`src/rtl/cbu_pkg.sv`:
```
package cbu_pkg;
  // event vector layout; the neighbouring interrupt logic decodes these bits
  localparam int EVT_W         = 15;
  localparam int EVT_BLK_END   = 3;
  localparam int EVT_CHG_BASE  = 8;
  localparam int EVT_BLK_START = 11;

  typedef enum logic {
    ST_IDLE    = 1'b0,
    ST_COLLECT = 1'b1
  } coll_state_e;
endpackage

```
`src/rtl/cbu_frame_ctrl.sv`:
```
module cbu_frame_ctrl
  import cbu_pkg::*;
#(
  parameter int FRAMES = 192,
  parameter int NUM_CH = 2,
  localparam int IDX_W = $clog2(FRAMES),
  localparam int CH_W  = (NUM_CH > 1) ? $clog2(NUM_CH) : 1
) (
  input  logic             clk,
  input  logic             rst_n,
  input  logic             sf_valid,
  input  logic [CH_W-1:0]  sf_chan,
  input  logic             sf_bstart,
  output logic             wr_en,
  output logic [IDX_W-1:0] wr_idx,
  output logic             commit,
  output logic             started
);
  localparam logic [IDX_W-1:0] LAST_IDX = IDX_W'(FRAMES - 1);
  localparam logic [CH_W-1:0]  LAST_CH  = CH_W'(NUM_CH - 1);

  coll_state_e      state_q, state_d;
  logic [IDX_W-1:0] idx_q, idx_d;
  logic             start_hit, last_ch;

  assign start_hit = sf_valid && (sf_chan == '0) && sf_bstart;
  assign last_ch   = (sf_chan == LAST_CH);

  always_comb begin
    state_d = state_q;
    idx_d   = idx_q;
    wr_en   = 1'b0;
    wr_idx  = idx_q;
    commit  = 1'b0;
    started = 1'b0;
    if (start_hit) begin
      // a start always restarts counting, even in the middle of a block
      started = 1'b1;
      wr_en   = 1'b1;
      wr_idx  = '0;
      state_d = ST_COLLECT;
      idx_d   = last_ch ? IDX_W'(1) : '0;
    end else if (sf_valid && (state_q == ST_COLLECT)) begin
      wr_en = 1'b1;
      if (last_ch) begin
        if (idx_q == LAST_IDX) begin
          commit  = 1'b1;
          state_d = ST_IDLE;
        end else begin
          idx_d = idx_q + IDX_W'(1);
        end
      end
    end
  end

  always_ff @(posedge clk or negedge rst_n) begin
    if (!rst_n) begin
      state_q <= ST_IDLE;
      idx_q   <= '0;
    end else if (sf_valid) begin
      state_q <= state_d;
      idx_q   <= idx_d;
    end
  end
endmodule

```
`src/rtl/cbu_chan_bank.sv`:
```
module cbu_chan_bank #(
  parameter int FRAMES = 192,
  localparam int IDX_W = $clog2(FRAMES)
) (
  input  logic              clk,
  input  logic              rst_n,
  input  logic              wr_en,
  input  logic [IDX_W-1:0]  wr_idx,
  input  logic              cbit,
  input  logic              ubit,
  input  logic              commit,
  output logic [FRAMES-1:0] vis_cs,
  output logic [FRAMES-1:0] vis_us,
  output logic              changed
);
  logic [FRAMES-1:0] cs_sh_q, cs_sh_d;
  logic [FRAMES-1:0] us_sh_q, us_sh_d;
  logic [FRAMES-1:0] cs_vis_q, us_vis_q;

  always_comb begin
    cs_sh_d = cs_sh_q;
    us_sh_d = us_sh_q;
    if (wr_en) begin
      cs_sh_d[wr_idx] = cbit;
      us_sh_d[wr_idx] = ubit;
    end
  end

  // compare includes the bit arriving in the closing cycle
  assign changed = commit && (cs_sh_d != cs_vis_q);

  always_ff @(posedge clk or negedge rst_n) begin
    if (!rst_n) begin
      cs_sh_q <= '0;
      us_sh_q <= '0;
    end else if (wr_en) begin
      cs_sh_q <= cs_sh_d;
      us_sh_q <= us_sh_d;
    end
  end

  always_ff @(posedge clk or negedge rst_n) begin
    if (!rst_n) begin
      cs_vis_q <= '0;
      us_vis_q <= '0;
    end else if (commit) begin
      cs_vis_q <= cs_sh_d;
      us_vis_q <= us_sh_d;
    end
  end

  assign vis_cs = cs_vis_q;
  assign vis_us = us_vis_q;
endmodule

```
`src/rtl/cbu_read_mux.sv`:
```
module cbu_read_mux #(
  parameter int NUM_CH    = 2,
  parameter int FRAMES    = 192,
  parameter int WORD_W    = 32,
  parameter int ADDR_W    = 8,
  parameter int BASE_OFS  = 'h30,
  parameter int CH_STRIDE = 'h30,
  parameter int USER_OFS  = 'h18,
  localparam int WORDS    = FRAMES / WORD_W,
  localparam int BYTES_W  = WORD_W / 8
) (
  input  logic                           clk,
  input  logic                           rst_n,
  input  logic                           rd_en,
  input  logic [ADDR_W-1:0]              rd_addr,
  input  logic [NUM_CH-1:0][FRAMES-1:0]  cs_bank,
  input  logic [NUM_CH-1:0][FRAMES-1:0]  us_bank,
  output logic [WORD_W-1:0]              rd_data
);
  logic [WORD_W-1:0] rd_q, rd_d, sel;

  always_comb begin
    sel = '0;
    for (int c = 0; c < NUM_CH; c++) begin
      for (int w = 0; w < WORDS; w++) begin
        if (rd_addr == ADDR_W'(BASE_OFS + c*CH_STRIDE + w*BYTES_W))
          sel = cs_bank[c][w*WORD_W +: WORD_W];
        if (rd_addr == ADDR_W'(BASE_OFS + c*CH_STRIDE + USER_OFS + w*BYTES_W))
          sel = us_bank[c][w*WORD_W +: WORD_W];
      end
    end
    rd_d = rd_en ? sel : rd_q;
  end

  always_ff @(posedge clk or negedge rst_n) begin
    if (!rst_n) rd_q <= '0;
    else        rd_q <= rd_d;
  end

  assign rd_data = rd_q;
endmodule

```
`src/rtl/cbu_capture.sv`:
```
module cbu_capture
  import cbu_pkg::*;
#(
  parameter int FRAMES    = 192,
  parameter int NUM_CH    = 2,
  parameter int WORD_W    = 32,
  parameter int ADDR_W    = 8,
  parameter int BASE_OFS  = 'h30,
  parameter int CH_STRIDE = 'h30,
  parameter int USER_OFS  = 'h18,
  localparam int IDX_W    = $clog2(FRAMES),
  localparam int CH_W     = (NUM_CH > 1) ? $clog2(NUM_CH) : 1
) (
  input  logic              clk,
  input  logic              rst_n,
  input  logic              sf_valid,
  input  logic [CH_W-1:0]   sf_chan,
  input  logic              sf_cbit,
  input  logic              sf_ubit,
  input  logic              sf_bstart,
  input  logic              rd_en,
  input  logic [ADDR_W-1:0] rd_addr,
  output logic [WORD_W-1:0] rd_data,
  output logic [EVT_W-1:0]  evt_flags
);
  logic                          wr_en, commit, started;
  logic [IDX_W-1:0]              wr_idx;
  logic [NUM_CH-1:0]             chg;
  logic [NUM_CH-1:0][FRAMES-1:0] cs_bank, us_bank;
  logic [EVT_W-1:0]              evt_q, evt_d;

  cbu_frame_ctrl #(.FRAMES(FRAMES), .NUM_CH(NUM_CH)) u_ctrl (
    .clk      (clk),
    .rst_n    (rst_n),
    .sf_valid (sf_valid),
    .sf_chan  (sf_chan),
    .sf_bstart(sf_bstart),
    .wr_en    (wr_en),
    .wr_idx   (wr_idx),
    .commit   (commit),
    .started  (started)
  );

  for (genvar c = 0; c < NUM_CH; c++) begin : g_bank
    cbu_chan_bank #(.FRAMES(FRAMES)) u_bank (
      .clk    (clk),
      .rst_n  (rst_n),
      .wr_en  (wr_en && (sf_chan == CH_W'(c))),
      .wr_idx (wr_idx),
      .cbit   (sf_cbit),
      .ubit   (sf_ubit),
      .commit (commit),
      .vis_cs (cs_bank[c]),
      .vis_us (us_bank[c]),
      .changed(chg[c])
    );
  end

  cbu_read_mux #(
    .NUM_CH(NUM_CH), .FRAMES(FRAMES), .WORD_W(WORD_W), .ADDR_W(ADDR_W),
    .BASE_OFS(BASE_OFS), .CH_STRIDE(CH_STRIDE), .USER_OFS(USER_OFS)
  ) u_rd (
    .clk    (clk),
    .rst_n  (rst_n),
    .rd_en  (rd_en),
    .rd_addr(rd_addr),
    .cs_bank(cs_bank),
    .us_bank(us_bank),
    .rd_data(rd_data)
  );

  always_comb begin
    evt_d                             = '0;
    evt_d[EVT_BLK_END]                = commit;
    evt_d[EVT_BLK_START]              = started;
    evt_d[EVT_CHG_BASE +: NUM_CH]     = chg;
  end

  always_ff @(posedge clk or negedge rst_n) begin
    if (!rst_n) evt_q <= '0;
    else        evt_q <= evt_d;
  end

  assign evt_flags = evt_q;
endmodule

```
`config.mk`:
```
export PLATFORM = sky130hd
export DESIGN_NAME = cbu_capture
export DESIGN_NICKNAME = d
export VERILOG_FILES = /design/src/rtl/cbu_pkg.sv /design/src/rtl/cbu_frame_ctrl.sv /design/src/rtl/cbu_chan_bank.sv /design/src/rtl/cbu_read_mux.sv /design/src/rtl/cbu_capture.sv
export SDC_FILE = /design/constraint.sdc
export NUM_CORES = 2
export LEC_CHECK = 0
export ABC_CLOCK_PERIOD_IN_PS = 5100
export BUFFER_PORTS_ARGS = -buffer_cell sky130_fd_sc_hd__buf_2
export CAP_MARGIN = 20
export CELL_PAD_IN_SITES_DETAIL_PLACEMENT = 0
export CELL_PAD_IN_SITES_GLOBAL_PLACEMENT = 1
export CORE_UTILIZATION = 51
export DETAILED_ROUTE_END_ITERATION = 8
export PLACE_DENSITY = 0.75
export SYNTH_ARGS = -nofsm -noshare
export SYNTH_HDL_FRONTEND = slang
export SYNTH_HIERARCHICAL = 1
export SYNTH_SLANG_ARGS = --single-unit
```
`constraint.sdc`:
```
create_clock -name clk -period 5.1 [get_ports clk]
set_clock_uncertainty 0.2 [all_clocks]
set_input_delay 0.765 -clock clk [delete_from_list [all_inputs] [get_ports clk]]
set_output_delay 0.765 -clock clk [all_outputs]
set_load 0.01 [all_outputs]
```
==> flow_summary.toml <==
[yosys]
yosysUniqueCellTypes = 108
ys_async_sr_fraction_pct = 100
syn_avg_cell_area_sq_um = 10.9
synth_area_sq_mm = 0.0761
ys_seq_area_share_pct = 52.0
synth.largest_area_cell = "dfrtp_1"
netlist_instances = 7003
netlist.area_leader.share_pct = 52.0
ys_top_cells_by_area = "dfrtp_1, mux2_2, a21oi_1"
synth_edf_count = 0
yosys_most_used_dff = "dfrtp_1"
yosys_warnings = 6
ys_seq_elements = 1581

[global_routing]
antenna_found_initial = 28
grt_max_degree = 126
first_global_vias = 64037
track_usage_pct = 46.5
grt_pass1_wl_microns = 495000
grt.overflow.total = 0

[worst_setup_path]
critPathArrivalTime_ns = 5.63
endpoint_kind = "flip-flop"
startpoint_type = "input port"
cp_max_fo = 7
critical_path_class = "in2reg"
critPathRequiredTime_ns = 5.59

[sta]
max_freq_ghz = 0.195
slew_viol_final = 0
tightestPinTransition_ns = 1.18
setup_viol = 2
timing.final.ws_setup_ns = -0.0409
rsz0062_at_grt = "false"
hold_viol_final = 0
min_period_ns = 5.14
period_share_pct = 101
relSlewSlack_pct = 20.9

[power]
p_int_mw = 21.7
power_frac_comb_pct = 13.8
swShare_pct = 28.1
p_clk_share_pct = 43.7
finalPower_mw = 30.2
p_seq_share_pct = 42.5
leakagePower_nw = 45.8
switchingPower_mw = 8.49
ir_drop_v = 0.000318
p_per_area_mw_per_mm2 = 328

[hold_path]
hold_path_class = "in2reg"

[layout]
final_cell_mix = "dfrtp_1, buf_4, mux2_2, nor2_1, a21oi_1"
stdcell_area_sq_mm = 0.0921
drive_gt1_share_pct = 30.3
nets = 7770
area_growth_pct = 21.0
fillerInstances = 12350
mostFrequentLayoutCell = "dfrtp_1"

[routing]
ant_nets = 0
via_per_inst = 6.80
drc = 0
drt_iter0_drc = 9812
wl_per_cell_microns = 36.0
drt_wl_total_microns = 354000
vias = 66811
drt-pass1-iter-count = 7

[clocking]
htreeDepth = 4
clkSinkCount = 1581
cts_tree = "yes"
root_buffer = "clkbuf_16"
numCtsBuffers = 174
clk_pin_slew_worst_paths_ns = 0.06
clockBufferDepth = 3
clk-insertion-delay-late_ns = 0.83

[placed_design]
routabilityCongestion = 1.03
place.port_buffers = 51
dpl_cell_area_sq_mm = 0.0861
hpwl_microns = 256000

[run_status]
violations = "negative setup slack"
status = "finished, violations left"

[floorplanning]
die_height_microns = 388
rows = 141
die_w_microns = 388
ios = 63
core_area_sq_mm = 0.148
die-area_sq_mm = 0.151
initial_core_util_pct = 51.4

[run]
maxCapViolCount = 0
-- per-stage QoR --
step           setup slack, ns  util (%)  std cells  setup TNS [ns]  hold WS [ns]
2_1_floorplan            0.829         -       7013               0         0.242
3_3_place_gp             -1.31      58.2       9504           -2.15         0.273
3_5_place_dp             -1.22      58.2       9504           -2.02         0.278
4_1_cts                 0.0207      62.2       9817               0         0.204
5_1_grt                0.00430      62.2       9819               0         0.231
6_report               -0.0409      62.2       9831         -0.0412         0.240
-- logic make-up after synthesis --
kind of cell	count (synthesis)	synth area share [%]
and+or+nand+nor	1873	12.7
DFF	1581	52.0
buffers and inverters	846	4.70
other	1	0.00493
muxes	1084	15.7
adders and majority gates	1	0.0164
xor gates and xnor gates	200	2.30
AOI/OAI and AO/OA	1417	12.6
-- state kept, by name (all words and copies together) (netlist names) --
signal / count
g_bank.u_bank/vis_us: 384
u_rd/rd_data: 32
g_bank.u_bank/us_sh_q: 384
g_bank.u_bank/vis_cs: 384
u_ctrl/idx_q: 8
evt_flags: 4
g_bank.u_bank/cs_sh_q: 384
u_ctrl/state_q: 1
-- layer usage --
metal	wire length, microns	share of wire (%)	track usage [%]	vias up
met5	171	0.048	0	-
met4	18400	5.2	20.6	22
met3	48800	14	16.3	850
met2	141000	40	62.1	4480
met1	146000	41	67.4	34441
li1	-	-	-	27018
-- Yosys cell counts (15+ instances only) --
cell and number:
buf_6 16, nor4_1 80, and3_1 107, nor2b_1 24, a31oi_1 123, xnor2_1 120
a221o_1 15, o211ai_1 21, o22a_1 17, mux2i_1 213, o31ai_1 99, nor3_1 191
a22o_1 29, o2111ai_1 38, dfrtp_1 1581, nand2b_1 24, buf_1 56, nor2_1 581
buf_2 141, o22ai_1 124, nand4_1 166, a32oi_1 15, nand2_1 331, inv_1 282
a21oi_1 437, o32ai_1 19, nand3_1 169, a22oi_1 133, o21ai_0 93, nand3b_1 19
xor2_1 80, mux2_2 870, a311oi_1 30, clkbuf_1 321, buf_4 28, o211a_1 23
or4_1 20, a2111oi_0 39
-- worst max-delay path, stage by stage --
cell,delay [ns]
buf_2,0.10
nand3b_1,0.32
buf_4,0.25
buf_4,0.15
and2_2,0.27
buf_4,0.18
or4b_1,0.55
buf_4,0.21
buf_4,0.15
nor3_1,0.13
buf_4,0.15
mux2i_1,0.25
xnor2_1,0.09
nor4_1,0.56
buf_4,0.21
nand4_1,0.18
nor4_2,0.78
buf_4,0.23
a41oi_1,0.08
-- power by group through the flow --
stage	Clock, mW	Combinational, mW	Sequential [mW]
after global routing	13.7	4.18	12.8
final	13.2	4.17	12.8
after floorplan	0	1.46	13.0
after global placement	0	3.96	13.0
after detailed placement	0	3.95	13.1
after CTS	13.3	3.97	12.8
-- layout make-up --
| class | count | area [sq um] | area share [%] |
|---|---|---|---|
| Inverter | 283 | 1060 | 1.15 |
| Sequential cell | 1581 | 39600 | 42.9 |
| Clock buffer | 259 | 5240 | 5.69 |
| Timing Repair Buffer | 1127 | 9870 | 10.7 |
| Multi-Input combinational cell | 4586 | 33200 | 36.1 |
| Antenna cell | 12 | 30.0 | 0.0326 |
| Clock inverter | 53 | 716 | 0.777 |
| Tap cell | 1930 | 2410 | 2.62 |
-- timing repair --
action,in CTS,in global routing
hold endpoints to repair,88,0
resized for setup,2,3
hold buffers,1,0
endpoints found under the setup margin,1,2
setup buffers,0,0
-- worst paths after layout --
path	startpoint	endpoint	slack, ns	depth (start not counted)
min reg2reg	g_bank[0].u_bank/us_sh_q[152]	g_bank[0].u_bank/us_sh_q[152]	0.29	1
min in group asynchronous	rst_n	g_bank[0].u_bank/us_sh_q[72]	0.43	2
min	rd_en	u_rd/rd_data[4]	0.24	4
max in group asynchronous	rst_n	g_bank[1].u_bank/us_sh_q[181]	2.90	3
max	sf_chan	evt_flags[8]	-0.04	19
max reg2reg	u_ctrl/idx_q[7]	evt_flags[9]	0.15	12
Power figures use the tool's default switching activity.
